--- src/rtl/ad_pkg.sv ---
package ad_pkg;
  localparam int DESC_W     = 64;
  localparam int PRES_BIT   = 0;
  localparam int ACC_BIT    = 5;
  localparam int DIRTY_BIT  = 6;
  localparam int ALIGN_BITS = 3;

  localparam logic [1:0] STAT_PASS     = 2'b00;
  localparam logic [1:0] STAT_NOTPRES  = 2'b01;
  localparam logic [1:0] STAT_MISALIGN = 2'b10;

  typedef enum logic [2:0] {
    S_IDLE, S_CHECK, S_LOCK, S_READ, S_EVAL, S_WRITE, S_UNLOCK, S_DONE
  } state_e;

  typedef struct packed {
    logic acc_en;
    logic dirty_en;
  } track_t;
endpackage

--- src/rtl/ad_policy.sv ---
module ad_policy (
  input  logic [1:0]     track,
  input  logic           cap_host_access,
  input  logic           cap_host_dirty,
  output ad_pkg::track_t en
);
  logic sel_acc;
  logic sel_dirty;
  always_comb begin
    sel_acc     = (track == 2'b01) || (track == 2'b11);
    sel_dirty   = (track == 2'b11);
    en.acc_en   = sel_acc && cap_host_access;
    en.dirty_en = sel_dirty && cap_host_access && cap_host_dirty;
  end
endmodule

--- src/rtl/ad_eval.sv ---
module ad_eval #(
  parameter int DESC_W = ad_pkg::DESC_W
) (
  input  logic [DESC_W-1:0] desc,
  input  logic              is_write,
  input  ad_pkg::track_t    en,
  output logic              present,
  output logic              need,
  output logic [DESC_W-1:0] new_desc
);
  logic set_acc;
  logic set_dirty;
  always_comb begin
    present   = desc[ad_pkg::PRES_BIT];
    set_dirty = en.dirty_en && is_write && !desc[ad_pkg::DIRTY_BIT];
    set_acc   = en.acc_en && (!desc[ad_pkg::ACC_BIT] || set_dirty);
    need      = present && (set_acc || set_dirty);
    new_desc  = desc;
    if (set_acc)   new_desc[ad_pkg::ACC_BIT]   = 1'b1;
    if (set_dirty) new_desc[ad_pkg::DIRTY_BIT] = 1'b1;
  end
endmodule

--- src/rtl/pgd_ad_updater.sv ---
module pgd_ad_updater #(
  parameter int ADDR_W = 48,
  parameter int DESC_W = ad_pkg::DESC_W
) (
  input  logic              clk,
  input  logic              rst,
  input  logic              req_valid,
  output logic              req_ready,
  input  logic              req_write,
  input  logic [ADDR_W-1:0] req_addr,
  input  logic [DESC_W-1:0] req_desc,
  input  logic [1:0]        track,
  input  logic              cap_host_access,
  input  logic              cap_host_dirty,
  output logic              mem_lock,
  input  logic              mem_lock_gnt,
  output logic              mem_rd,
  output logic              mem_wr,
  output logic [ADDR_W-1:0] mem_addr,
  output logic [DESC_W-1:0] mem_wdata,
  input  logic [DESC_W-1:0] mem_rdata,
  input  logic              mem_ack,
  output logic              done,
  output logic [1:0]        done_status
);
  import ad_pkg::*;

  localparam int AL = ALIGN_BITS;

  state_e            state;
  logic [ADDR_W-1:0] addr_q;
  logic [DESC_W-1:0] fetch_q;
  logic [DESC_W-1:0] reread_q;
  logic [DESC_W-1:0] wdata_q;
  logic              write_q;
  logic [1:0]        status_q;
  track_t            en_now;
  track_t            en_q;

  logic [DESC_W-1:0] eval_in;
  logic              ev_present;
  logic              ev_need;
  logic [DESC_W-1:0] ev_new;

  ad_policy u_policy (
    .track           (track),
    .cap_host_access (cap_host_access),
    .cap_host_dirty  (cap_host_dirty),
    .en              (en_now)
  );

  // one evaluator shared by the fetched copy and the locked re-read
  assign eval_in = (state == S_EVAL) ? reread_q : fetch_q;

  ad_eval #(.DESC_W(DESC_W)) u_eval (
    .desc     (eval_in),
    .is_write (write_q),
    .en       (en_q),
    .present  (ev_present),
    .need     (ev_need),
    .new_desc (ev_new)
  );

  always_ff @(posedge clk) begin
    if (rst) begin
      state    <= S_IDLE;
      addr_q   <= '0;
      fetch_q  <= '0;
      reread_q <= '0;
      wdata_q  <= '0;
      write_q  <= 1'b0;
      en_q     <= '0;
      status_q <= STAT_PASS;
    end else begin
      case (state)
        S_IDLE: if (req_valid) begin
          addr_q   <= req_addr;
          fetch_q  <= req_desc;
          write_q  <= req_write;
          en_q     <= en_now;
          status_q <= STAT_PASS;
          state    <= S_CHECK;
        end
        S_CHECK: begin
          if (addr_q[AL-1:0] != '0) begin
            status_q <= STAT_MISALIGN;
            state    <= S_DONE;
          end else if (!ev_present) begin
            status_q <= STAT_NOTPRES;
            state    <= S_DONE;
          end else if (ev_need) begin
            state    <= S_LOCK;
          end else begin
            state    <= S_DONE;
          end
        end
        S_LOCK: if (mem_lock_gnt) state <= S_READ;
        S_READ: if (mem_ack) begin
          reread_q <= mem_rdata;
          state    <= S_EVAL;
        end
        S_EVAL: begin
          if (!ev_present) begin
            status_q <= STAT_NOTPRES;
            state    <= S_UNLOCK;
          end else if (ev_need) begin
            wdata_q  <= ev_new;
            state    <= S_WRITE;
          end else begin
            state    <= S_UNLOCK;
          end
        end
        S_WRITE:  if (mem_ack) state <= S_UNLOCK;
        S_UNLOCK: state <= S_DONE;
        S_DONE:   state <= S_IDLE;
        default:  state <= S_IDLE;
      endcase
    end
  end

  assign req_ready   = (state == S_IDLE);
  assign mem_lock    = (state == S_LOCK) || (state == S_READ) ||
                       (state == S_EVAL) || (state == S_WRITE);
  assign mem_rd      = (state == S_READ);
  assign mem_wr      = (state == S_WRITE);
  assign mem_addr    = addr_q;
  assign mem_wdata   = wdata_q;
  assign done        = (state == S_DONE);
  assign done_status = status_q;
endmodule

--- config.mk ---
export PLATFORM = sky130hd
export DESIGN_NAME = pgd_ad_updater
export DESIGN_NICKNAME = d
export VERILOG_FILES = /design/src/rtl/ad_pkg.sv /design/src/rtl/ad_policy.sv /design/src/rtl/ad_eval.sv /design/src/rtl/pgd_ad_updater.sv
export SDC_FILE = /design/constraint.sdc
export NUM_CORES = 1
export LEC_CHECK = 0
export BUFFER_PORTS_ARGS = -buffer_cell sky130_fd_sc_hd__buf_2
export CAP_MARGIN = 20
export CORE_MARGIN = 1
export CORE_UTILIZATION = 49
export CTS_BUF_LIST = sky130_fd_sc_hd__clkbuf_4 sky130_fd_sc_hd__clkbuf_8 sky130_fd_sc_hd__clkbuf_16
export CTS_CLUSTER_DIAMETER = 40
export DETAILED_ROUTE_END_ITERATION = 10
export GPL_TIMING_DRIVEN = 0
export PLACE_DENSITY = 0.94
export RECOVER_POWER = 25
export SLEW_MARGIN = 20
export SYNTH_ARGS = -nofsm -noshare
export SYNTH_HDL_FRONTEND = slang
export SYNTH_SLANG_ARGS = --single-unit
--- constraint.sdc ---
create_clock -name clk -period 2.3 [get_ports clk]
set_input_delay 0.575 -clock clk [delete_from_list [all_inputs] [get_ports clk]]
set_output_delay 0.575 -clock clk [all_outputs]
set_load 0.01 [all_outputs]
==> results.sh <==
export IMPL_postCtsSetupRepairBufs=0
export IMPL_drc=0
export IMPL_drt_wirelength_per_cell_um=14.6
export IMPL_nNetsFinal=1299
export IMPL_n_fill_cell=1129
export IMPL_grt_pass1_wl_mm=29.7
export IMPL_hold_class="primary input to flip-flop"
export IMPL_synth_top_flop_cell="dfxtp_1"
export IMPL_power_leakage_nw=3.39
export IMPL_synth_top_cells_by_area="dfxtp_1 (56%), nand2_1 (20%), a21oi_1 (14%)"
export IMPL_clock_latency_ns=0.44
export IMPL_vias=6690
export IMPL_ir_worst_vdd_mv=0.710
export IMPL_outcome="finished clean"
export IMPL_total_power_mw=8.27
export IMPL_post_route_cells_drive_above_1_share_pct=21.4
export IMPL_placed_cells=1270
export IMPL_htree_levels=4
export IMPL_path_class="flip-flop to output port"
export IMPL_worst_pin_slew_ns=0.738
export IMPL_place_congestion=0.834
export IMPL_rows=42
export IMPL_ctsResizeCount=0
export IMPL_syn2layout_area_growth_pct=29.1
export IMPL_clockBufferDepth=2
export IMPL_grt_max_degree=17
export IMPL_dr_first_iter_drc_count=424
export IMPL_synth_enable_flop_cells=0
export IMPL_dpl_hpwl_mm=13.4
export IMPL_slew_headroom_pct=50.8
export IMPL_cts_root_buf="clkbuf_16"
export IMPL_fin_crit_sh_pct=86.0
export IMPL_io_buffers=242
export IMPL_clk_pin_slew_worst_paths_ns=0.07
export IMPL_layout_common_cells="nand2_1 (363), buf_2 (192), dfxtp_1 (187)"
export IMPL_avgViaCountPerCell=5.14
export IMPL_power_density_nw_per_um2=951
export IMPL_required_ns=1.73
export IMPL_grt_pass1_vias=6318
export IMPL_setup_viol=0
export IMPL_cp_data_arrival_time_ns=1.40
export IMPL_whs_path_depth=3
export IMPL_cp_start_kind="flip-flop"
export IMPL_avgSynthCellArea_um2=7.91
export IMPL_clock_sinks=187
export IMPL_syn_nets=1038
export IMPL_postRouteAntennaNets=0
export IMPL_ys_seq_elements=187
export IMPL_netlist_instances=852
export IMPL_cts_tree="done"
export IMPL_fin_util_pct=65.2
export IMPL_max_freq_ghz=0.505
export IMPL_slew_viol_final=0
export IMPL_antenna_found_initial=0
export IMPL_die_x_um=119
export IMPL_grtUsageTotal_pct=26.6
export IMPL_numCtsBuffers=17
export IMPL_synth_seq_area_share_pct=55.6
export IMPL_synth_area_um2=6740
export IMPL_max_cap_violations=0
export IMPL_yosys_warnings=0
export IMPL_holdWs_ns=0.366
export IMPL_coreArea_um2=13300
export IMPL_crit_fanout=10
export IMPL_skew_ns=0.0102
export IMPL_r2r_cells=5
export IMPL_routed_wl_mm=19.0
export IMPL_grt_setup_unrepaired="false"
export IMPL_overflow=0
export IMPL_diodes=0
export IMPL_synth_top_cell_area_share_pct=55.6
export IMPL_finalHoldViolations=0
export IMPL_netlist_cell_type_count=37
export IMPL_fin_crit_ns=1.98
export IMPL_die_h_um=119
export IMPL_yosysTopAreaCell="dfxtp_1"
export IMPL_endpoint_kind="output port"
export IMPL_drtPass1Iterations=5
export IMPL_layout_commonest_cell="nand2_1"
export IMPL_ctsHoldBuffers=0
export IMPL_async_flop_share_pct=0
export IMPL_ios=305
export IMPL_die_area_um2=14200
export IMPL_tns_ns=0
export IMPL_stdcell_count=1302
export IMPL_initial_core_util_pct=50.5
-- synth_stat cells (all sizes together), types with 2 or more instances --
cell type and instances:
nand2 363, dfxtp 187, a21oi 186, buf 37, clkbuf 32, nor2 9
o21ai 5, and2 3, a211oi 2, and3b 2, inv 2, mux2i 2
nor2b 2
-- critical path, cell delays in order, from the launching register on --
cell	delay, ns
dfxtp_1	0.40
buf_2	0.25
nand2_1	0.09
nor2_1	0.09
buf_2	0.14
-- power breakdown --
part | total [mW] | switching (mW) | internal (mW) | leakage, nW
sequential | 3.66 | 0.156 | 3.50 | 1.51
combinational | 1.48 | 0.926 | 0.551 | 1.57
clock | 3.14 | 1.27 | 1.87 | 0.309
total | 8.27 | 2.35 | 5.92 | 3.39
-- flip-flops by register name, indices dropped and copies added, names as in the netlist --
| name | flops |
|---|---|
| en_q | 2 |
| done_status | 2 |
| mem_wdata | 64 |
| fetch_q | 3 |
| mem_addr | 48 |
| reread_q | 64 |
| state | 3 |
| write_q | 1 |
-- cell type report --
class / instances / area (um2) / area share (%)
Multi-Input combinational cell: 594 / 2610 / 30.0
Buffer: 69 / 363 / 4.17
Clock inverter: 13 / 188 / 2.16
Clock buffer: 19 / 447 / 5.14
Tap cell: 176 / 220 / 2.53
Timing Repair Buffer: 242 / 1120 / 12.9
Inverter: 2 / 7.51 / 0.0863
Sequential cell: 187 / 3740 / 43.0
-- per-layer routing --
layer	track usage, %	wire [um]
met1	29.7	7510
met2	47.3	9690
met3	8.33	1350
met4	9.65	409
met5	0	0
-- path summary, 6_finish.rpt --
check | slack, ns | start | endpoint
max | 0.32 | state[0] | mem_wr
min | 0.37 | req_addr[10] | mem_addr[10]
max reg2reg | 0.36 | reread_q[6] | mem_wdata[24]
min reg2reg | 0.45 | reread_q[35] | mem_wdata[35]
-- metrics by stage --
stage               instance area (um2)  worst slack (ns)
finish                             8700             0.321
global route                       8700             0.199
CTS                                8800             0.268
detailed placement                 8170             0.182
global placement                   8170             0.198
floorplan                          6740             0.848
-- kinds of logic after synthesis --
kind of cell / count (synthesis) / synth area share, %
muxes: 3 / 0.464
DFF: 187 / 55.6
AOI/OAI and AO/OA: 202 / 15.7
and+or+nand+nor: 387 / 22.5
buffers and inverters: 71 / 5.52
xor gates and xnor gates: 2 / 0.260
(Power assumes the default switching activity.)
